`config.mk`:
```
export PLATFORM = sky130hd
export DESIGN_NAME = vgs_sync_top
export DESIGN_NICKNAME = d
export VERILOG_FILES = /design/src/rtl/vgs_pkg.sv /design/src/rtl/vgs_phase_ctr.sv /design/src/rtl/vgs_line_arm.sv /design/src/rtl/vgs_sync_top.sv
export SDC_FILE = /design/constraint.sdc
export NUM_CORES = 1
export LEC_CHECK = 0
export CAP_MARGIN = 20
export CORE_MARGIN = 5
export CORE_UTILIZATION = 47
export DETAILED_ROUTE_END_ITERATION = 16
export DONT_BUFFER_PORTS = 1
export GPL_TIMING_DRIVEN = 0
export PLACE_DENSITY = 0.7
export SLEW_MARGIN = 5
export SYNTH_ARGS = -nofsm -noshare
export SYNTH_HDL_FRONTEND = slang
export SYNTH_SLANG_ARGS = --single-unit
```
`constraint.sdc`:
```
create_clock -name clk -period 2.24 [get_ports clk]
set_input_delay 0.112 -clock clk [delete_from_list [all_inputs] [get_ports clk]]
set_output_delay 0.112 -clock clk [all_outputs]
set_load 0.02 [all_outputs]
```
`src/rtl/vgs_pkg.sv`:
```
package vgs_pkg;

  typedef enum logic [1:0] {
    PH_ACTIVE = 2'd0,
    PH_FRONT  = 2'd1,
    PH_SYNC   = 2'd2,
    PH_BACK   = 2'd3
  } vgs_phase_e;

  // Width that holds positions 0 .. total-1 (at least one bit).
  function automatic int unsigned pos_width(input int unsigned total);
    return (total < 2) ? 1 : $clog2(total);
  endfunction

endpackage

```
`src/rtl/vgs_phase_ctr.sv`:
```
module vgs_phase_ctr
  import vgs_pkg::*;
#(
  parameter int unsigned ACT  = 640,
  parameter int unsigned FP   = 16,
  parameter int unsigned SYNC = 96,
  parameter int unsigned BP   = 48,
  localparam int unsigned TOTAL = ACT + FP + SYNC + BP,
  localparam int unsigned W     = pos_width(TOTAL)
) (
  input  logic         clk,
  input  logic         rst_n,
  input  logic         step,
  output logic [W-1:0] pos,
  output vgs_phase_e   phase,
  output logic         wrap,
  output logic         enter_active,
  output logic         sync_n
);

  localparam logic [W-1:0] LAST     = W'(TOTAL - 1);
  localparam logic [W-1:0] FP_START = W'(ACT);
  localparam logic [W-1:0] SY_START = W'(ACT + FP);
  localparam logic [W-1:0] BP_START = W'(ACT + FP + SYNC);

  logic [W-1:0] pos_q;
  logic [W-1:0] pos_next;

  always_comb begin
    pos_next = (pos_q == LAST) ? '0 : pos_q + 1'b1;
  end

  always_ff @(posedge clk) begin
    if (!rst_n)    pos_q <= '0;
    else if (step) pos_q <= pos_next;
  end

  always_comb begin
    if (pos_q < FP_START)      phase = PH_ACTIVE;
    else if (pos_q < SY_START) phase = PH_FRONT;
    else if (pos_q < BP_START) phase = PH_SYNC;
    else                       phase = PH_BACK;
  end

  assign pos          = pos_q;
  assign wrap         = step && (pos_q == LAST);
  assign enter_active = step && (pos_next < FP_START);
  assign sync_n       = (phase != PH_SYNC);

endmodule

```
`src/rtl/vgs_line_arm.sv`:
```
module vgs_line_arm (
  input  logic clk,
  input  logic rst_n,
  input  logic pix_en,
  input  logic arm_line,
  input  logic arm_frame,
  output logic line_start,
  output logic frame_start
);

  // Reset leaves line 0 active, so both flags start armed.
  logic line_armed_q;
  logic frame_armed_q;

  assign line_start  = line_armed_q && pix_en;
  assign frame_start = line_start && frame_armed_q;

  always_ff @(posedge clk) begin
    if (!rst_n) begin
      line_armed_q  <= 1'b1;
      frame_armed_q <= 1'b1;
    end else begin
      if (arm_line)        line_armed_q <= 1'b1;
      else if (line_start) line_armed_q <= 1'b0;
      if (arm_frame)       frame_armed_q <= 1'b1;
      else if (line_start) frame_armed_q <= 1'b0;
    end
  end

endmodule

```
`src/rtl/vgs_sync_top.sv`:
```
module vgs_sync_top
  import vgs_pkg::*;
#(
  parameter int unsigned H_ACT  = 640,
  parameter int unsigned H_FP   = 16,
  parameter int unsigned H_SYNC = 96,
  parameter int unsigned H_BP   = 48,
  parameter int unsigned V_ACT  = 480,
  parameter int unsigned V_FP   = 10,
  parameter int unsigned V_SYNC = 2,
  parameter int unsigned V_BP   = 33,
  localparam int unsigned HW = pos_width(H_ACT + H_FP + H_SYNC + H_BP),
  localparam int unsigned VW = pos_width(V_ACT + V_FP + V_SYNC + V_BP)
) (
  input  logic clk,
  input  logic rst_n,
  input  logic pix_en,
  output logic hsync,
  output logic vsync,
  output logic line_end,
  output logic line_start,
  output logic frame_start
);

  logic [HW-1:0] h_pos;
  vgs_phase_e    h_phase;
  logic          h_wrap;
  logic          h_enter_unused;
  logic          h_sync_n;

  logic [VW-1:0] v_pos;
  vgs_phase_e    v_phase;
  logic          v_wrap;
  logic          v_enter_active;
  logic          v_sync_n;

  vgs_phase_ctr #(.ACT(H_ACT), .FP(H_FP), .SYNC(H_SYNC), .BP(H_BP)) i_hctr (
    .clk          (clk),
    .rst_n        (rst_n),
    .step         (pix_en),
    .pos          (h_pos),
    .phase        (h_phase),
    .wrap         (h_wrap),
    .enter_active (h_enter_unused),
    .sync_n       (h_sync_n)
  );

  // Vertical engine is paced solely by the end-of-line event.
  vgs_phase_ctr #(.ACT(V_ACT), .FP(V_FP), .SYNC(V_SYNC), .BP(V_BP)) i_vctr (
    .clk          (clk),
    .rst_n        (rst_n),
    .step         (h_wrap),
    .pos          (v_pos),
    .phase        (v_phase),
    .wrap         (v_wrap),
    .enter_active (v_enter_active),
    .sync_n       (v_sync_n)
  );

  vgs_line_arm i_arm (
    .clk         (clk),
    .rst_n       (rst_n),
    .pix_en      (pix_en),
    .arm_line    (v_enter_active),
    .arm_frame   (v_wrap),
    .line_start  (line_start),
    .frame_start (frame_start)
  );

  assign hsync    = h_sync_n;
  assign vsync    = v_sync_n;
  assign line_end = h_wrap;

endmodule

```
==> summary.txt <==
Status
  • Outcome: finished, final reports clean

Placed design
  • Global placement routability congestion: between 0.7 and 0.8
  • PortBufs: 0
  • Placement-stage worst setup slack: 0.310 ns
  • Detailed Place HPWL: between 1500 and 2000 µm

STA
  • Achievable clock frequency: 512 MHz
  • Final setup TNS: 0 ns
  • Count of final setup violators: 0
  • Max-slew violation count: 0
  • Minimum hold slack: 0.0378 ns
  • Min Tclk post-route: 1.95 ns
  • Headroom to the max-slew limit: between 60% and 70%
  • Slew at the pin closest to its max-slew limit: around 0.51 ns
  • Number of endpoints with negative hold slack in the final report: 0
  • Clock Skews: 0.00268 ns
  • Tcrit/Tclk final: between 80% and 90%
  • RSZ-0062 raised after global routing: false
  • Slack of the critical path: between 0.2 and 0.3 ns

Synth
  • Synth async-reset ratio: 0%
  • Number of warnings issued by yosys: 0
  • Number of synthesized flops with an enable pin: 0
  • Most used flip-flop cell after synthesis: dfxtp_1
  • Synthesized area per cell: 8.47 µm²
  • Net count of the mapped netlist: 140
  • Number of storage elements in the synthesis netlist: 22
  • Synthesized netlist cell count: between 100 and 150
  • Share of synthesized area occupied by flip-flops and latches: 38.8%
  • Mapped cell area: approximately 0.0011 mm²
  • Synth unique cells: 37

Floorplan
  • Ports: 8
  • Overall die height: between 50 and 60 µm
  • Placeable core region: approximately 0.0023 mm²
  • Core Rows: 17
  • Initial cell density of the core: approximately half
  • DIE AREA: about 0.0035 mm²
  • DIE WIDTH: about 60 µm

Global routing
  • Largest net degree at the start of global routing: 14
  • Global-route wire length before repair: between 4000 and 5000 µm
  • Antenna violations before repair: 0
  • Residual overflow from global routing: 0
  • Vias in the first global route: around 980
  • All-layer global routing usage: 15.3%

Clocking
  • Total clock sinks: 22
  • Level count of the clock H-tree: 1
  • Clock latency on the worst-skew pair: 0.31 ns
  • TritonCTS Buffers: 3
  • Number of buffers on the longest clock path: 2
  • Reg clk slew, reported paths: between 0.1 and 0.15 ns
  • Clock tree from TritonCTS: done
  • Root Buffer Master: clkbuf_4

Worst setup path
  • Endpoint required time on the critical path: 2.50 ns
  • Highest fanout seen on the critical path: 10
  • Element type at the critical path end: flop
  • Arrival @ worst endpoint: around 2.2 ns
  • Reg2reg setup slack: ~0.29 ns
  • Worst reg2reg endpoint: i_hctr.pos[2]
  • Crit start category: flop
  • Critical Path Start: i_hctr.pos[0]
  • Category of the critical setup timing path: reg2reg
  • Critical R2R Launch: i_hctr.pos[0]
  • Worst Reg-to-Reg Cells: 7
  • Critical Path End: i_hctr.pos[2]

Worst hold path
  • Class of the tightest hold or removal check: in2reg

Layout
  • Count of filler cells inserted in the layout: 231
  • N_diodes: 0
  • Net count, final: approximately 150
  • Fraction of final layout cells with drive strength greater than 1: between 8 and 9%
  • Area growth from synthesis to layout: 8.60%

Route
  • Initial detailed-routing violation count: 38
  • Residual DRC: 0
  • Routed wire length per instance: approximately 15 µm
  • Final antenna-violating net count: 0
  • WL final: 2420 µm
  • Number of vias in the routed layout: ~1.0k
  • Post-DR vias/cell: about 6.1
  • Number of iterations in the first detailed-routing pass: 4

Flow run
  • Maxcap violations: 0

Power
  • Worst supply voltage drop on vdd: between 400 and 500 µV
  • LEAKAGE: between 0.4 and 0.5 nW
  • PwrDens: approximately 600 mW/mm²
-- state kept, by name, summed over array words and instances (netlist names) --
name,cells
i_hctr.pos,10
i_arm.frame_armed_q,1
i_arm.line_armed_q,1
i_vctr.pos,10
-- repair_timing --
item / CTS / global route
gates resized for setup: 0 / 0
hold buffers: 1 / 0
setup buffers: 0 / 0
endpoints found under the hold margin: 5 / 0
-- synth_stat cells, drive strengths merged, types with 2 or more instances --
library cell  count  share of area [%]
a21oi            10                4.4
a31oi             2                1.1
and3              6                3.3
buf               2                1.1
clkbuf            2               0.66
dfxtp            22                 39
ha                3                3.3
inv               6                2.0
nand2            11                3.6
nand3             4                1.8
nand3b            3                2.0
nand4             5                2.8
nor2             10                3.3
nor3              2               0.88
o21ai             7                3.1
o31ai             3                2.0
or2               2                1.1
or3               6                3.3
or4               5                3.3
xnor2             4                3.1
xor2              4                3.1
-- worst min-delay path by stage --
stage / start / cells after the start / endpoint
finish: rst_n / 2 / i_vctr.pos[9]
global route: rst_n / 2 / i_vctr.pos[9]
CTS: rst_n / 2 / i_vctr.pos[9]
detailed placement: rst_n / 1 / i_arm.line_armed_q
global placement: rst_n / 1 / i_arm.line_armed_q
floorplan: rst_n / 1 / i_arm.line_armed_q
-- stage by stage --
step | utilization (%) | total power [mW] | instance area (µm²) | instances
after detailed placement | 51.9 | 0.440 | 1170 | 162
after floorplan | - | 0.433 | 1130 | 134
after global routing | 54.7 | 0.763 | 1230 | 167
after CTS | 54.7 | 0.745 | 1230 | 167
final | 54.7 | 0.744 | 1230 | 167
after global placement | 51.9 | 0.438 | 1170 | 162
-- report_power, final --
part / internal (mW) / leakage [nW] / switching, mW
registers: 0.398 / 0.178 / 0.00479
logic: 0.0115 / 0.219 / 0.0184
clock network: 0.181 / 0.0279 / 0.130
-- cell families after synthesis --
family / Yosys count / share of synthesized area (%)
AND/OR/NAND/NOR: 63 / 32.5
flip-flops: 22 / 38.8
adder cells (fa/ha/maj): 3 / 3.31
AO/OA/AOI/OAI: 27 / 14.6
XOR/XNOR: 8 / 6.17
buffers and inverters: 10 / 3.75
multiplexers: 1 / 0.882
-- layout by cell type, fill, tap and decap left out, types with 3 or more instances in the layout --
cell type	n
or4_1	5
ha_1	3
o31ai_1	3
and3_1	6
nand2_1	11
dfxtp_1	22
nor2_1	10
nand4_1	5
xnor2_1	4
inv_1	6
clkbuf_4	3
o21ai_0	7
a21oi_1	10
or3_1	6
xor2_1	4
nand3_1	4
nand3b_1	3
-- per-layer routing --
layer	GRT usage, %	vias to the layer above	part of all wire [%]
met2	26.7	32	46
met4	5.83	0	2.2
met5	0	-	0
li1	-	507	-
met1	18.9	470	48
met3	2.18	9	3.7
-- critical path: stages, from the launching register on --
cell      delay (ns)
dfxtp_1         0.36
ha_1            0.22
and4_4          0.22
nand4_1         0.11
buf_2           0.21
clkbuf_1        0.38
nand2_1         0.25
nor2_1          0.15
-- area by class of cell --
class,count,area (µm²),area share (%)
plain buffers,4,20.0,1.62
clock buffers,3,22.5,1.83
clock inverters,1,30.0,2.44
inverters,6,22.5,1.83
multi-input cells,102,652,52.9
flip-flops and latches,22,440,35.7
well taps,28,35.0,2.84
repair buffers,1,10.0,0.812
No activity file was read; power rests on OpenSTA's default activity.
